**config.mk**
```make
export PLATFORM = sky130hd
export DESIGN_NAME = conv_seq_ctrl
export DESIGN_NICKNAME = d
export VERILOG_FILES = /design/src/rtl/conv_seq_pkg.sv /design/src/rtl/conv_settle_lut.sv /design/src/rtl/conv_settle_timer.sv /design/src/rtl/conv_cfg_watch.sv /design/src/rtl/conv_seq_ctrl.sv
export SDC_FILE = /design/constraint.sdc
export NUM_CORES = 1
export LEC_CHECK = 0
export BUFFER_PORTS_ARGS = -buffer_cell sky130_fd_sc_hd__buf_2
export CORE_ASPECT_RATIO = 1.4
export CORE_MARGIN = 2
export CORE_UTILIZATION = 50
export DETAILED_ROUTE_END_ITERATION = 10
export PLACE_DENSITY = 0.69
export REMOVE_ABC_BUFFERS = 1
export SLEW_MARGIN = 5
export SYNTH_ARGS = -nofsm -noshare
export SYNTH_HDL_FRONTEND = slang
export SYNTH_SLANG_ARGS = --single-unit
export TNS_END_PERCENT = 50
```
**constraint.sdc**
```tcl
create_clock -name clk -period 3.7 [get_ports clk]
set_input_delay 0.37 -clock clk [delete_from_list [all_inputs] [get_ports clk]]
set_output_delay 0.37 -clock clk [all_outputs]
set_load 0.005 [all_outputs]
```
**src/rtl/conv_seq_pkg.sv**
```systemverilog
package conv_seq_pkg;

    typedef enum logic [1:0] {
        ST_IDLE  = 2'd0,
        ST_RUN   = 2'd1,
        ST_TAINT = 2'd2
    } seq_state_e;

    typedef struct packed {
        logic       path_ll;
        logic       fast_mode;
        logic [2:0] rate;
    } seq_cfg_t;

    // Codes with the top bit set are reserved
    function automatic logic rate_reserved(input logic [2:0] code);
        return code[2];
    endfunction

    function automatic int unsigned max2(input int unsigned a, input int unsigned b);
        return (a > b) ? a : b;
    endfunction

endpackage

```
**src/rtl/conv_settle_lut.sv**
```systemverilog
module conv_settle_lut
    import conv_seq_pkg::*;
#(
    parameter int unsigned LEN0    = 556,
    parameter int unsigned LEN1    = 300,
    parameter int unsigned LEN2    = 172,
    parameter int unsigned LEN3    = 116,
    parameter int unsigned ALT_LEN = 64,
    parameter int unsigned CNT_W   = 10
) (
    input  seq_cfg_t           cfg_i,
    output logic [CNT_W-1:0]   len_o
);
    localparam int unsigned NUM_CODES = 4;
    localparam int unsigned LL_TAB [NUM_CODES] = '{LEN0, LEN1, LEN2, LEN3};

    logic [CNT_W-1:0] tab_len [NUM_CODES];

    for (genvar g = 0; g < NUM_CODES; g++) begin : g_tab
        assign tab_len[g] = CNT_W'(LL_TAB[g]);
    end

    always_comb begin
        if (!cfg_i.path_ll || cfg_i.fast_mode) begin
            len_o = CNT_W'(ALT_LEN);
        end else if (rate_reserved(cfg_i.rate)) begin
            len_o = tab_len[0];
        end else begin
            len_o = tab_len[cfg_i.rate[1:0]];
        end
    end

endmodule

```
**src/rtl/conv_settle_timer.sv**
```systemverilog
module conv_settle_timer #(
    parameter int unsigned CNT_W = 10
) (
    input  logic             clk,
    input  logic             rst_n,
    input  logic             clear_i,
    input  logic             adv_i,
    input  logic [CNT_W-1:0] len_i,
    output logic             last_o
);
    logic [CNT_W-1:0] cnt_q;

    assign last_o = (cnt_q == (len_i - CNT_W'(1)));

    always_ff @(posedge clk or negedge rst_n) begin
        if (!rst_n) begin
            cnt_q <= '0;
        end else if (clear_i) begin
            cnt_q <= '0;
        end else if (adv_i) begin
            cnt_q <= last_o ? '0 : cnt_q + CNT_W'(1);
        end
    end

endmodule

```
**src/rtl/conv_cfg_watch.sv**
```systemverilog
module conv_cfg_watch
    import conv_seq_pkg::*;
(
    input  logic     clk,
    input  logic     rst_n,
    input  logic     capture_i,
    input  seq_cfg_t cfg_i,
    output seq_cfg_t snap_o,
    output logic     changed_o
);
    seq_cfg_t snap_q;

    always_ff @(posedge clk or negedge rst_n) begin
        if (!rst_n) begin
            snap_q <= '0;
        end else if (capture_i) begin
            snap_q <= cfg_i;
        end
    end

    assign snap_o    = snap_q;
    assign changed_o = (cfg_i != snap_q);

endmodule

```
**src/rtl/conv_seq_ctrl.sv**
```systemverilog
module conv_seq_ctrl
    import conv_seq_pkg::*;
#(
    parameter int unsigned LL_LEN0 = 556,
    parameter int unsigned LL_LEN1 = 300,
    parameter int unsigned LL_LEN2 = 172,
    parameter int unsigned LL_LEN3 = 116,
    parameter int unsigned ALT_LEN = 64
) (
    input  logic       clk,
    input  logic       rst_n,
    input  logic       path_sel_i,
    input  logic       fast_mode_i,
    input  logic [2:0] rate_code_i,
    input  logic       start_i,
    output logic       busy_o,
    output logic       drdy_o,
    output logic       valid_o,
    output logic       rate_err_o
);
    localparam int unsigned MAX_LEN = max2(max2(max2(LL_LEN0, LL_LEN1),
                                                max2(LL_LEN2, LL_LEN3)), ALT_LEN);
    localparam int unsigned CNT_W   = $clog2(MAX_LEN + 1);

    seq_state_e       state_q, state_d;
    seq_cfg_t         cfg_live, cfg_snap;
    logic             cfg_changed;
    logic [CNT_W-1:0] settle_len;
    logic             cnt_last, counting, conv_done;
    logic             drdy_q, valid_q, err_q;

    assign cfg_live.path_ll   = path_sel_i;
    assign cfg_live.fast_mode = fast_mode_i;
    assign cfg_live.rate      = rate_code_i;

    assign counting  = (state_q != ST_IDLE) && !start_i;
    assign conv_done = counting && cnt_last;

    conv_cfg_watch u_watch (
        .clk       (clk),
        .rst_n     (rst_n),
        .capture_i (start_i),
        .cfg_i     (cfg_live),
        .snap_o    (cfg_snap),
        .changed_o (cfg_changed)
    );

    conv_settle_lut #(
        .LEN0    (LL_LEN0),
        .LEN1    (LL_LEN1),
        .LEN2    (LL_LEN2),
        .LEN3    (LL_LEN3),
        .ALT_LEN (ALT_LEN),
        .CNT_W   (CNT_W)
    ) u_lut (
        .cfg_i (cfg_snap),
        .len_o (settle_len)
    );

    conv_settle_timer #(
        .CNT_W (CNT_W)
    ) u_timer (
        .clk     (clk),
        .rst_n   (rst_n),
        .clear_i (start_i),
        .adv_i   (counting),
        .len_i   (settle_len),
        .last_o  (cnt_last)
    );

    // Next-state logic
    always_comb begin
        state_d = state_q;
        unique case (state_q)
            ST_IDLE: begin
                if (start_i) state_d = ST_RUN;                 // T_START
            end
            ST_RUN: begin
                if (start_i)                      state_d = ST_RUN;   // T_START
                else if (cnt_last && cfg_changed) state_d = ST_IDLE;  // T_PARK
                else if (cnt_last)                state_d = ST_RUN;   // T_RELOAD
                else if (cfg_changed)             state_d = ST_TAINT; // T_DISTURB
            end
            ST_TAINT: begin
                if (start_i)       state_d = ST_RUN;           // T_START
                else if (cnt_last) state_d = ST_IDLE;          // T_PARK
            end
            default: state_d = ST_IDLE;
        endcase
    end

    // State register
    always_ff @(posedge clk or negedge rst_n) begin
        if (!rst_n) state_q <= ST_IDLE;
        else        state_q <= state_d;
    end

    // Registered outputs
    always_ff @(posedge clk or negedge rst_n) begin
        if (!rst_n) begin
            drdy_q  <= 1'b0;
            valid_q <= 1'b0;
            err_q   <= 1'b0;
        end else begin
            drdy_q <= conv_done;
            if (conv_done) begin
                valid_q <= (state_q == ST_RUN) && !cfg_changed;
            end
            if (start_i) begin
                err_q <= path_sel_i && !fast_mode_i && rate_reserved(rate_code_i);
            end
        end
    end

    assign busy_o     = (state_q != ST_IDLE);
    assign drdy_o     = drdy_q;
    assign valid_o    = valid_q;
    assign rate_err_o = err_q;

endmodule

```
==> impl_table.tex, run 1 <==
\begin{tabular}{lr}
\hline
Metric & Value \\
\hline
\multicolumn{2}{l}{\textbf{Outcome}} \\
Result of the run & complete, but fails checks \\
Violations in the final reports & hold timing \\
\multicolumn{2}{l}{\textbf{Synthesis}} \\
Flop and latch count out of synthesis & 20 \\
Sequential share of the synthesized area & 42.3\% \\
Yosys warning total & 0 \\
Area share of the largest cell type after synthesis & 42.3\% \\
Count of flip-flops with a built-in enable after synthesis & 0 \\
Cell type with the largest total area after synthesis & dfrtp\_1 \\
Post-Synthesis Mean Instance Area & 10.2 um2 \\
Main flop type after synthesis & dfrtp\_1 \\
Number of distinct library cell variants in the gate-level netlist after synthesis & 44 \\
Cells after synthesis & 116 \\
Area of the mapped netlist & 1180 um2 \\
Async set or reset register ratio after synthesis & 100\% \\
Cells taking the most area after synthesis & dfrtp\_1 (42\%), mux2\_2 (6.7\%), xor2\_1 (5.2\%) \\
\multicolumn{2}{l}{\textbf{STA}} \\
Min setup slack post-route & 1.68 ns \\
Max Clock Freq & 495 MHz \\
Sum of negative setup slack & 0 ns \\
Final hold violation count & 1 \\
Worst Max-Slew Pin Slew & 0.514 ns \\
Crit path time final & 2.02 ns \\
Post-Route Hold Slack & -0.0000138 ns \\
Number of max-slew violations in the final report & 0 \\
Period utilization & 54.6\% \\
Fin Clk Skew & 0.00152 ns \\
Worst max-slew margin expressed relative to the limit & 65.6\% \\
Final setup viols & 0 \\
Setup repair after global routing missed its margin & no \\
\multicolumn{2}{l}{\textbf{Route}} \\
Number of search-and-repair iterations in the first detailed-routing pass & 4 \\
Via density & 5.92 \\
DRT Wirelength & 2220 um \\
DR iter-0 viols & 14 \\
Remaining DRCs & 0 \\
DR WL/cell & 14.8 um \\
Total via count in the routed design & 888 \\
Remaining number of nets flagged by the antenna check after routing & 0 \\
\multicolumn{2}{l}{\textbf{Worst setup path}} \\
Worst EP required & 3.87 ns \\
Setup Crit Path Kind & reg2reg \\
Worst setup EP type & register \\
Startpoint types & register \\
Peak fanout along the critical path & 7 \\
Arrival time of the worst setup path & 2.19 ns \\
Worst R2R Setup Slack & 1.68 ns \\
\multicolumn{2}{l}{\textbf{Floorplanning}} \\
Placement row count & 20 \\
Standard cell core area & 2200 um2 \\
Die Height & 61.5 um \\
Boundary pin count & 12 \\
Total Die Area & 2780 um2 \\
Width of the die & 45.1 um \\
Initial standard-cell utilization of the core & 53.7\% \\
\multicolumn{2}{l}{\textbf{Finish}} \\
Commonest non-fill, non-tap cells in the layout & dfrtp\_1 (20), nor2\_1 (15), buf\_2 (11) \\
Ratio of cells with drive above 1 in the final layout & 22.7\% \\
Inserted Diodes & 0 \\
Final nets & 139 \\
Layout overhead on the synthesized area & 8.25\% \\
Most common cell after layout, fill and taps aside & dfrtp\_1 \\
\multicolumn{2}{l}{\textbf{Power and ir drop}} \\
Leakage power & 0.000564 uW \\
Peak ir drop on the vdd network & 0.000214 V \\
PD cells & 323 nW/um2 \\
\multicolumn{2}{l}{\textbf{Place}} \\
Detail Placement HPWL & 1690 um \\
GPL Wtd Cong & 0.828 \\
Setup WS pre-CTS & 1.69 ns \\
Count of buffers inserted at the top-level ports & 11 \\
\multicolumn{2}{l}{\textbf{GRT}} \\
Aggregate global-route resource usage & 19.4\% \\
Vias in the first global route & 868 \\
Residual overflow from global routing & 0 \\
Wire length of the first global-routing pass & 3880 um \\
Antenna violations before repair & 0 \\
Largest net degree at the start of global routing & 21 \\
\multicolumn{2}{l}{\textbf{Clocking}} \\
Worst-path clk slew & 0.10 ns \\
Post\_cts resized & 0 \\
H-tree depth & 1 \\
Number of CTS-inserted buffers & 3 \\
Number of buffers inserted to repair setup after CTS & 0 \\
Clock buffer depth & 2 \\
Sink count of the clock tree & 20 \\
Number of hold buffers added after CTS & 0 \\
Root buf cell & clkbuf\_4 \\
Clk Latency, worst-skew pair & 0.29 ns \\
Clock tree from TritonCTS & done \\
\multicolumn{2}{l}{\textbf{Run}} \\
Max-Cap Viols & 0 \\
\multicolumn{2}{l}{\textbf{Hold path}} \\
Type of the tightest min-delay check & in2async \\
\hline
\end{tabular}
## cells by family (layout without fill, tap and decap cells)
family                   count (synthesis)  count (layout)  synth area share, %
flip-flops                              20              20                 42.3
XOR/XNOR                                12              12                 8.89
AND/OR/NAND/NOR                         49              49                 24.3
buffers and inverters                    6              18                 1.90
adder cells (fa/ha/maj)                  1               1                 1.06
AO/OA/AOI/OAI                           20              20                 14.0
multiplexers                             8               8                 7.51
## critical path: stages (launching register included)
cell and delay (ns):
dfrtp_1 0.46, or4b_1 0.56, a21oi_2 0.18, nor3_2 0.10, o31ai_2 0.49, nor2_1 0.10
## sequential cells by signal (all words and copies together), names as in the netlist
signal and cells:
u_timer.cnt_q 10, drdy_o 1, rate_err_o 1, valid_o 1, state_q 2, u_watch.snap_o 5
## through the flow
| stage | area, um2 | power (uW) | util, % | cells | hold WS, ns |
|---|---|---|---|---|---|
| after detailed placement | 1260 | 320 | 57.1 | 147 | 0.346 |
| after floorplan | 1170 | 295 | - | 114 | 0.0744 |
| after CTS | 1280 | 420 | 58.1 | 150 | 0.0177 |
| after global routing | 1280 | 440 | 58.1 | 150 | 0.0295 |
| after global placement | 1260 | 319 | 57.1 | 147 | 0.335 |
| final | 1280 | 414 | 58.1 | 150 | -0.0000138 |
## cell type report
type | instances | area, um2
clock buffer | 3 | 22.5
fill | 212 | 922
inverter | 4 | 15.0
multi-input combinational | 90 | 659
sequential | 20 | 500
tap | 22 | 27.5
timing repair buffer | 11 | 55.1
## power breakdown
| group | switching [uW] | internal [uW] |
|---|---|---|
| Combinational | 35.0 | 33.1 |
| Sequential | 17.0 | 230 |
| Clock | 61.1 | 37.9 |
| Total | 113 | 301 |
## per-layer routing
metal	wire, um	share of wire (%)	GRT usage (%)	vias up
met2	1120	51	30.6	10
met3	45	2.0	1.76	4
met4	53	2.4	11.8	0
met5	0	0	0	-
li1	-	-	-	451
met1	997	45	25.3	423
## cell usage after synthesis (2+ instances only)
| master | number |
|---|---|
| dfrtp_1 | 20 |
| nor2_1 | 15 |
| mux2_2 | 7 |
| xor2_1 | 7 |
| nand3_1 | 6 |
| nand2_1 | 5 |
| xnor2_1 | 5 |
| inv_1 | 4 |
| o21ai_0 | 4 |
| a21oi_1 | 3 |
| and3_1 | 3 |
| nor3b_1 | 3 |
| and4bb_2 | 2 |
| nand2b_1 | 2 |
## path summary, 6_finish.rpt
path | cells after the start | end | start
setup / recovery | 5 | u_timer.cnt_q[6] | u_watch.snap_o[0]
hold / removal | 1 | u_timer.cnt_q[1] | rst_n
setup reg to reg | 5 | u_timer.cnt_q[6] | u_watch.snap_o[0]
hold reg to reg | 2 | rate_err_o | rate_err_o
max in group asynchronous | 1 | u_watch.snap_o[3] | rst_n
min in group clk | 2 | u_watch.snap_o[0] | rate_code_i[0]
No activity file was read; power rests on OpenSTA's default activity.
==> run 2: changes to the inputs <==
--- a/config.mk
+++ b/config.mk
@@ -5,12 +5,13 @@
 export SDC_FILE = /design/constraint.sdc
 export NUM_CORES = 1
 export LEC_CHECK = 0
+export ABC_AREA = 1
 export BUFFER_PORTS_ARGS = -buffer_cell sky130_fd_sc_hd__buf_2
 export CORE_ASPECT_RATIO = 1.4
 export CORE_MARGIN = 2
 export CORE_UTILIZATION = 50
 export DETAILED_ROUTE_END_ITERATION = 10
-export PLACE_DENSITY = 0.69
+export PLACE_DENSITY = 0.72
 export REMOVE_ABC_BUFFERS = 1
 export SLEW_MARGIN = 5
 export SYNTH_ARGS = -nofsm -noshare
==> constraint.sdc (replaced) <==
create_clock -name clk -period 1.72 [get_ports clk]
set_input_delay 0.172 -clock clk [delete_from_list [all_inputs] [get_ports clk]]
set_output_delay 0.172 -clock clk [all_outputs]
set_load 0.005 [all_outputs]
==> run 2 against run 1 <==
Largest power group unchanged. Global-route usage is 0.77 points higher. The run now ends clean. Final cell count grew 36%. Wire length grew 18%. Maximum frequency grew 27%. Non-clock buffer count up 7. Via count is 24% higher. Combinational power grew to 6.1 times the previous value. Design area is 9.2% higher. Critical path depth grew 3. Highest routed layer unchanged. Largest cell class unchanged.
==> impl_table.tex, run 2 <==
\begin{tabular}{lr}
\hline
Metric & Value \\
\hline
\multicolumn{2}{l}{\textbf{Finish}} \\
Seq. cell area & 503 um2 (+0.50\%) \\
Register containing the most flip-flops in the final layout & u\_timer.cnt\_q \\
Final nets & 192 (+38\%) \\
Multi-input gate area in the final layout & 666 um2 (+0.95\%) \\
Commonest non-fill, non-tap cells in the layout & nand2\_1 (37), dfrtp\_1 (18), nor2\_1 (15), nand3\_1 (15), inv\_1 (14) \\
\# fillers & 215 (+1.4\%) \\
Most common cell after layout, fill and taps aside & nand2\_1 \\
Ratio of cells with drive above 1 in the final layout & 21.5\% (-1.1 points) \\
Inserted Diodes & 0 (unchanged) \\
Max reg flops & 10 (unchanged) \\
Layout overhead on the synthesized area & 12.5\% \\
\multicolumn{2}{l}{\textbf{Synthesis}} \\
Area share of the largest cell type after synthesis & 40.3\% (-2.0 points) \\
Most instantiated library cell after synthesis & nand2\_1 \\
Cell type with the largest total area after synthesis & dfrtp\_1 \\
Cells taking the most area after synthesis & dfrtp\_1 (40\%), nand2\_1 (11\%), nand3\_1 (6.0\%) \\
Sequential share of the synthesized area & 40.3\% (-2.0 points) \\
Area of the mapped netlist & 1240 um2 (+5.1\%) \\
Flop and latch count out of synthesis & 20 (unchanged) \\
Cell types with the highest counts after synthesis & nand2\_1 (37), dfrtp\_1 (20), nand3\_1 (15), nor2\_1 (15), inv\_1 (14) \\
Async set or reset register ratio after synthesis & 100\% (unchanged) \\
Post-Synthesis Mean Instance Area & 7.67 um2 (-25\%) \\
Count of flip-flops with a built-in enable after synthesis & 0 (unchanged) \\
Number of distinct library cell variants in the gate-level netlist after synthesis & 23 (-48\%) \\
Yosys warning total & 0 (unchanged) \\
Cells after synthesis & 162 (+40\%) \\
Main flop type after synthesis & dfrtp\_1 \\
\multicolumn{2}{l}{\textbf{Clocking}} \\
Worst-path clk slew & 0.11 ns (about the same) \\
Clock buffer depth & 2 (unchanged) \\
Clock tree from TritonCTS & done \\
Clk Latency, worst-skew pair & 0.30 ns (about the same) \\
Number of CTS-inserted buffers & 3 (unchanged) \\
Sink count of the clock tree & 20 (unchanged) \\
Root buf cell & clkbuf\_4 \\
H-tree depth & 1 (unchanged) \\
\multicolumn{2}{l}{\textbf{STA}} \\
Fin Clk Skew & 0.00146 ns (-0.0000561 ns) \\
Period utilization & 92.4\% (+38 points) \\
Crit path time final & 1.59 ns (-0.432 ns) \\
Final hold violation count & 0 (-1) \\
Worst Max-Slew Pin Slew & 0.445 ns (-0.0682 ns) \\
Final setup viols & 0 (unchanged) \\
Min setup slack post-route & 0.131 ns (-1.55 ns) \\
Max Clock Freq & 629 MHz (+27\%) \\
Number of max-slew violations in the final report & 0 (unchanged) \\
Worst max-slew margin expressed relative to the limit & 70.3\% (+4.7 points) \\
\multicolumn{2}{l}{\textbf{Floorplanning}} \\
Total Die Area & 2910 um2 (+4.7\%) \\
Width of the die & 46.1 um (+2.3\%) \\
Boundary pin count & 12 (unchanged) \\
Initial standard-cell utilization of the core & 52.5\% (-1.2 points) \\
Die Height & 63.0 um (+2.3\%) \\
Placement row count & 21 (+5.0\%) \\
Standard cell core area & 2360 um2 (+7.4\%) \\
\multicolumn{2}{l}{\textbf{GRT}} \\
Vias in the first global route & 1051 (+21\%) \\
Largest net degree at the start of global routing & 21 (unchanged) \\
Residual overflow from global routing & 0 (unchanged) \\
Aggregate global-route resource usage & 20.1\% (+0.77 points) \\
Wire length of the first global-routing pass & 4320 um (+11\%) \\
Antenna violations before repair & 0 (unchanged) \\
\multicolumn{2}{l}{\textbf{Place}} \\
GPL Wtd Cong & 0.871 (+5.2\%) \\
Count of buffers inserted at the top-level ports & 11 (unchanged) \\
Setup WS pre-CTS & 0.131 ns (-1.56 ns) \\
Detail Placement HPWL & 2010 um (+19\%) \\
\multicolumn{2}{l}{\textbf{Outcome}} \\
Result of the run & finished clean \\
\multicolumn{2}{l}{\textbf{Power and ir drop}} \\
Leakage power & 0.000634 uW (+12\%) \\
Peak ir drop on the vdd network & 0.000525 V (+150\%) \\
Cell-internal power & 780 uW (+160\%) \\
Clock share of power & 18.0\% (-5.9 points) \\
Net switching power & 472 uW (+320\%) \\
Sum of internal, switching and leakage power & 1250 uW (+200\%) \\
Switching Share & 37.7\% (+10 points) \\
Share of power burned in registers & 48.9\% (-11 points) \\
Relative contribution of combinational cells to total power & 33.0\% (+17 points) \\
PD cells & 896 nW/um2 (+180\%) \\
\multicolumn{2}{l}{\textbf{Worst setup path}} \\
Peak fanout along the critical path & 9 (+2) \\
Setup Crit Path Kind & reg2reg \\
Startpoint types & register \\
Worst setup EP type & register \\
Worst EP required & 1.91 ns (-1.96 ns) \\
Arrival time of the worst setup path & 1.78 ns (-0.41 ns) \\
\multicolumn{2}{l}{\textbf{Run}} \\
Max-Cap Viols & 0 (unchanged) \\
\multicolumn{2}{l}{\textbf{Route}} \\
Total via count in the routed design & 1099 (+24\%) \\
Via density & 5.39 (-9.0\%) \\
Remaining number of nets flagged by the antenna check after routing & 0 (unchanged) \\
DR WL/cell & 12.8 um (-13\%) \\
DRT Wirelength & 2620 um (+18\%) \\
Remaining DRCs & 0 (unchanged) \\
Number of search-and-repair iterations in the first detailed-routing pass & 4 (unchanged) \\
DR iter-0 viols & 30 (+16) \\
\multicolumn{2}{l}{\textbf{Hold path}} \\
Type of the tightest min-delay check & in2reg \\
\hline
\end{tabular}
==> run 2: cell types whose count changed after synthesis, moves of 7 or more <==
cell,previous run,this run
mux2_2,7,0
inv_1,4,14
nand2_1,5,37
a21oi_1,3,11
nand3_1,6,15
==> run 2: final cells by class <==
class	instances	area share [%]
Sequential cell	20	36.0
Timing Repair Buffer	18	7.88
Tap cell	23	2.06
Clock buffer	3	1.61
Inverter	18	4.83
Multi-Input combinational cell	122	47.6
==> run 2: worst paths after layout <==
kind | end | slack, ns | cells after the start | startpoint
setup / recovery | u_timer.cnt_q[4] | 0.13 | 8 | u_watch.snap_o[3]
hold / removal | rate_err_o | 0.09 | 2 | fast_mode_i
setup reg to reg | u_timer.cnt_q[4] | 0.13 | 8 | u_watch.snap_o[3]
hold reg to reg | rate_err_o | 0.51 | 2 | rate_err_o
max in group asynchronous | u_watch.snap_o[1] | 1.05 | 2 | rst_n
min in group asynchronous | u_timer.cnt_q[8] | 0.34 | 2 | rst_n
==> run 2: repair_timing <==
action	4_1_cts	5_1_grt
hold buffers	1	0
buffers inserted	0	3
hold endpoints to repair	20	0
resized for setup	0	2
setup endpoints to repair	0	7
==> run 2: kinds of logic (layout without fill, tap and decap cells) <==
logic type | after synthesis | in the layout | share of synthesized area [%]
buffers and inverters | 20 | 39 | 6.14
flip-flops | 20 | 20 | 40.3
AND/OR/NAND/NOR | 84 | 84 | 33.1
XOR/XNOR | 13 | 13 | 9.16
adder cells (fa/ha/maj) | 1 | 1 | 1.01
AO/OA/AOI/OAI | 24 | 24 | 10.3
==> run 2: stage by stage <==
stage	instances	setup TNS (ns)	instance area (um2)	hold WS, ns	util (%)
4_1_cts	201	0	1370	0.0907	58.0
3_3_place_gp	197	0	1340	0.138	56.7
5_1_grt	204	-0.00838	1400	0.0897	59.1
2_1_floorplan	160	0	1230	-0.124	-
6_report	204	0	1400	0.0906	59.1
3_5_place_dp	197	0	1340	0.151	56.7
==> run 2: critical path, cell delays in order, from the launching register on <==
cell and delay (ns):
dfrtp_1 0.46, nor2_4 0.22, nand2_1 0.10, nand2_1 0.07, nand2_1 0.09, nor2_4 0.15
nand3_4 0.14, nand2_2 0.17, a21oi_1 0.09
==> run 2: layer usage <==
layer / global-route usage, % / wire (um) / up-vias
met2: 35.8 / 1390 / 24
met5: 0 / 0 / -
met1: 23.4 / 1110 / 507
met3: 1.73 / 76 / 6
li1: - / - / 562
met4: 7.50 / 44 / 0
==> run 2: power groups by stage <==
stage               clock, uW  sequential (uW)  combinational (uW)
global route              258              622                 470
floorplan                   0              602                 277
detailed placement          0              620                 404
global placement            0              620                 394
CTS                       236              611                 409
finish                    226              613                 414
==> run 3: changes to the inputs <==
--- a/config.mk
+++ b/config.mk
@@ -11,7 +11,7 @@
 export CORE_MARGIN = 2
 export CORE_UTILIZATION = 50
 export DETAILED_ROUTE_END_ITERATION = 10
-export PLACE_DENSITY = 0.72
+export PLACE_DENSITY_LB_ADDON = 0.05
 export REMOVE_ABC_BUFFERS = 1
 export SLEW_MARGIN = 5
 export SYNTH_ARGS = -nofsm -noshare
==> run 3 against run 2 <==
Register-to-register slack hardly changed. Count of clock-buffer cells in the layout is 1 higher. Die area stayed put. Design area is 0.63% higher. Wire length is 5.7% lower. Sequential share of layout area is 0.22 points lower. Core utilization is 0.37 points higher. Critical path depth is 2 higher. Maximum frequency is 0.93% higher. Clock power is 23% higher. Worst setup slack better by 0.015 ns. Clock skew is 0.0093 ns higher. Largest cell class unchanged.
==> impl_table.tex, run 3 (same netlist as run 2, synthesis figures left out) <==
\begin{tabular}{lr}
\hline
Metric & Value \\
\hline
\multicolumn{2}{l}{\textbf{Power and ir drop}} \\
Peak ir drop on the vdd network & 0.000679 V (+29\%) \\
PD cells & 919 nW/um2 (+2.7\%) \\
Leakage power & 0.000631 uW (-0.38\%) \\
\multicolumn{2}{l}{\textbf{Floorplanning}} \\
Total Die Area & 2910 um2 (unchanged) \\
Width of the die & 46.1 um (unchanged) \\
Boundary pin count & 12 (unchanged) \\
Placement row count & 21 (unchanged) \\
Standard cell core area & 2360 um2 (unchanged) \\
Die Height & 63.0 um (unchanged) \\
Initial standard-cell utilization of the core & 52.5\% (unchanged) \\
\multicolumn{2}{l}{\textbf{STA}} \\
Number of max-slew violations in the final report & 0 (unchanged) \\
Worst Max-Slew Pin Slew & 0.454 ns (+0.00862 ns) \\
Setup repair after global routing missed its margin & no \\
Sum of negative setup slack & 0 ns (unchanged) \\
Min setup slack post-route & 0.146 ns (+0.0147 ns) \\
Final setup viols & 0 (unchanged) \\
Worst max-slew margin expressed relative to the limit & 69.7\% (-0.57 points) \\
Fin Clk Skew & 0.0108 ns (+0.00933 ns) \\
Final hold violation count & 0 (unchanged) \\
Crit path time final & 1.57 ns (-0.0147 ns) \\
Max Clock Freq & 635 MHz (+0.93\%) \\
Period utilization & 91.5\% (-0.85 points) \\
\multicolumn{2}{l}{\textbf{Clocking}} \\
Worst-path clk slew & 0.12 ns (about the same) \\
Root buf cell & clkbuf\_4 \\
Clk Latency, worst-skew pair & 0.31 ns (about the same) \\
Clock buffer depth & 2 (unchanged) \\
H-tree depth & 1 (unchanged) \\
Number of CTS-inserted buffers & 3 (unchanged) \\
Sink count of the clock tree & 20 (unchanged) \\
Clock tree from TritonCTS & done \\
\multicolumn{2}{l}{\textbf{Worst setup path}} \\
Startpoint types & register \\
Number of cell instances on the worst register-to-register path & 10 (+2) \\
Worst R2R Setup Slack & 0.15 ns (about the same) \\
Setup Crit Path Kind & reg2reg \\
Worst EP required & 1.96 ns (+0.05 ns) \\
Launch instance of the worst register-to-register path & u\_watch.snap\_o[4] \\
Reg-to-Reg End & state\_q[0] \\
Worst setup EP type & register \\
Arrival time of the worst setup path & 1.81 ns (+0.03 ns) \\
Peak fanout along the critical path & 9 (unchanged) \\
\multicolumn{2}{l}{\textbf{Place}} \\
Detail Placement HPWL & 1970 um (-1.7\%) \\
Post-placement cell area & 1340 um2 (unchanged) \\
Setup WS pre-CTS & 0.101 ns (-0.0294 ns) \\
GPL Wtd Cong & 0.805 (-7.6\%) \\
Count of buffers inserted at the top-level ports & 11 (unchanged) \\
\multicolumn{2}{l}{\textbf{Finish}} \\
\# fillers & 231 (+7.4\%) \\
Total non-filler cell area in the finished layout & 1410 um2 (+0.63\%) \\
Register containing the most flip-flops in the final layout & u\_timer.cnt\_q \\
Post-layout utilization of the core & 59.5\% (+0.37 points) \\
Seq. cell area & 503 um2 (unchanged) \\
Layout overhead on the synthesized area & 13.2\% \\
Max reg flops & 10 (unchanged) \\
Ratio of cells with drive above 1 in the final layout & 21.7\% (+0.12 points) \\
Inserted Diodes & 0 (unchanged) \\
Most common cell after layout, fill and taps aside & nand2\_1 \\
Multi-input gate area in the final layout & 676 um2 (+1.5\%) \\
Commonest non-fill, non-tap cells in the layout & nand2\_1 (37), dfrtp\_1 (18), nor2\_1 (15) \\
Final nets & 190 (-1.0\%) \\
\multicolumn{2}{l}{\textbf{GRT}} \\
Vias in the first global route & 1024 (-2.6\%) \\
Residual overflow from global routing & 0 (unchanged) \\
Wire length of the first global-routing pass & 4290 um (-0.65\%) \\
Largest net degree at the start of global routing & 21 (unchanged) \\
Antenna violations before repair & 0 (unchanged) \\
Aggregate global-route resource usage & 19.9\% (-0.23 points) \\
\multicolumn{2}{l}{\textbf{Hold path}} \\
Type of the tightest min-delay check & in2reg \\
Number of instances on the worst hold path & 3 (+1) \\
Hold EP & u\_watch.snap\_o[0] \\
Min-delay src & rate\_code\_i[0] \\
\multicolumn{2}{l}{\textbf{Route}} \\
Via density & 5.27 (-2.3\%) \\
Remaining number of nets flagged by the antenna check after routing & 0 (unchanged) \\
DR iter-0 viols & 28 (-6.7\%) \\
DRT Wirelength & 2470 um (-5.7\%) \\
DR WL/cell & 12.2 um (-5.2\%) \\
Remaining DRCs & 0 (unchanged) \\
Number of search-and-repair iterations in the first detailed-routing pass & 2 (-2) \\
Total via count in the routed design & 1069 (-2.7\%) \\
\multicolumn{2}{l}{\textbf{Outcome}} \\
Result of the run & finished clean \\
\multicolumn{2}{l}{\textbf{Run}} \\
Max-Cap Viols & 0 (unchanged) \\
\hline
\end{tabular}
[run 3: through the flow]
stage	power, uW	cells	hold WS, ns
floorplan	879	160	-0.124
global placement	1020	197	0.145
detailed placement	1020	197	0.151
CTS	1300	202	0.0992
global route	1400	203	0.0961
finish	1290	203	0.100
[run 3: area by class of cell]
| type | count | share of cell area, % |
|---|---|---|
| clock buffer | 4 | 2.58 |
| inverter | 18 | 4.80 |
| multi-input combinational | 122 | 48.0 |
| sequential | 20 | 35.8 |
| tap | 23 | 2.05 |
| timing repair buffer | 16 | 6.76 |
[run 3: worst max path at each step]
| stage | from | to | slack, ns |
|---|---|---|---|
| 4_1_cts | u_watch.snap_o[4] | u_timer.cnt_q[2] | 0.07 |
| 6_report | u_watch.snap_o[4] | state_q[0] | 0.15 |
| 5_1_grt | u_watch.snap_o[1] | state_q[0] | 0.005 |
| 3_3_place_gp | u_watch.snap_o[3] | u_timer.cnt_q[2] | 0.11 |
| 2_1_floorplan | state_q[0] | u_timer.cnt_q[8] | 0.29 |
| 3_5_place_dp | u_watch.snap_o[4] | u_timer.cnt_q[2] | 0.10 |
[run 3: what timing repair did]
action,CTS,global route
hold buffers,1,0
resized for setup,0,4
buffers inserted,0,1
setup endpoints to repair,0,9
hold endpoints to repair,20,0
[run 3: routing by layer]
layer	GRT usage (%)	part of all wire [%]	up-vias	routed length [um]
met3	1.73	2.0	5	49
met2	33.5	51	13	1260
met1	24.5	45	493	1110
li1	-	-	558	-
met4	8.57	2.1	0	52
met5	0	0	-	0
[run 3: critical path: stages, from the launching register on]
cell     delay [ns]
dfrtp_1        0.41
inv_2          0.06
nor2_4         0.22
nand2_1        0.11
nand2_1        0.06
nand2_1        0.07
nor2_4         0.14
nand3_4        0.15
nand3_2        0.09
nand2_2        0.06
o21ai_2        0.12
[run 3: power by group]
part / internal [uW] / switching (uW)
combinational: 160 / 243
sequential: 535 / 77.2
clock: 129 / 149
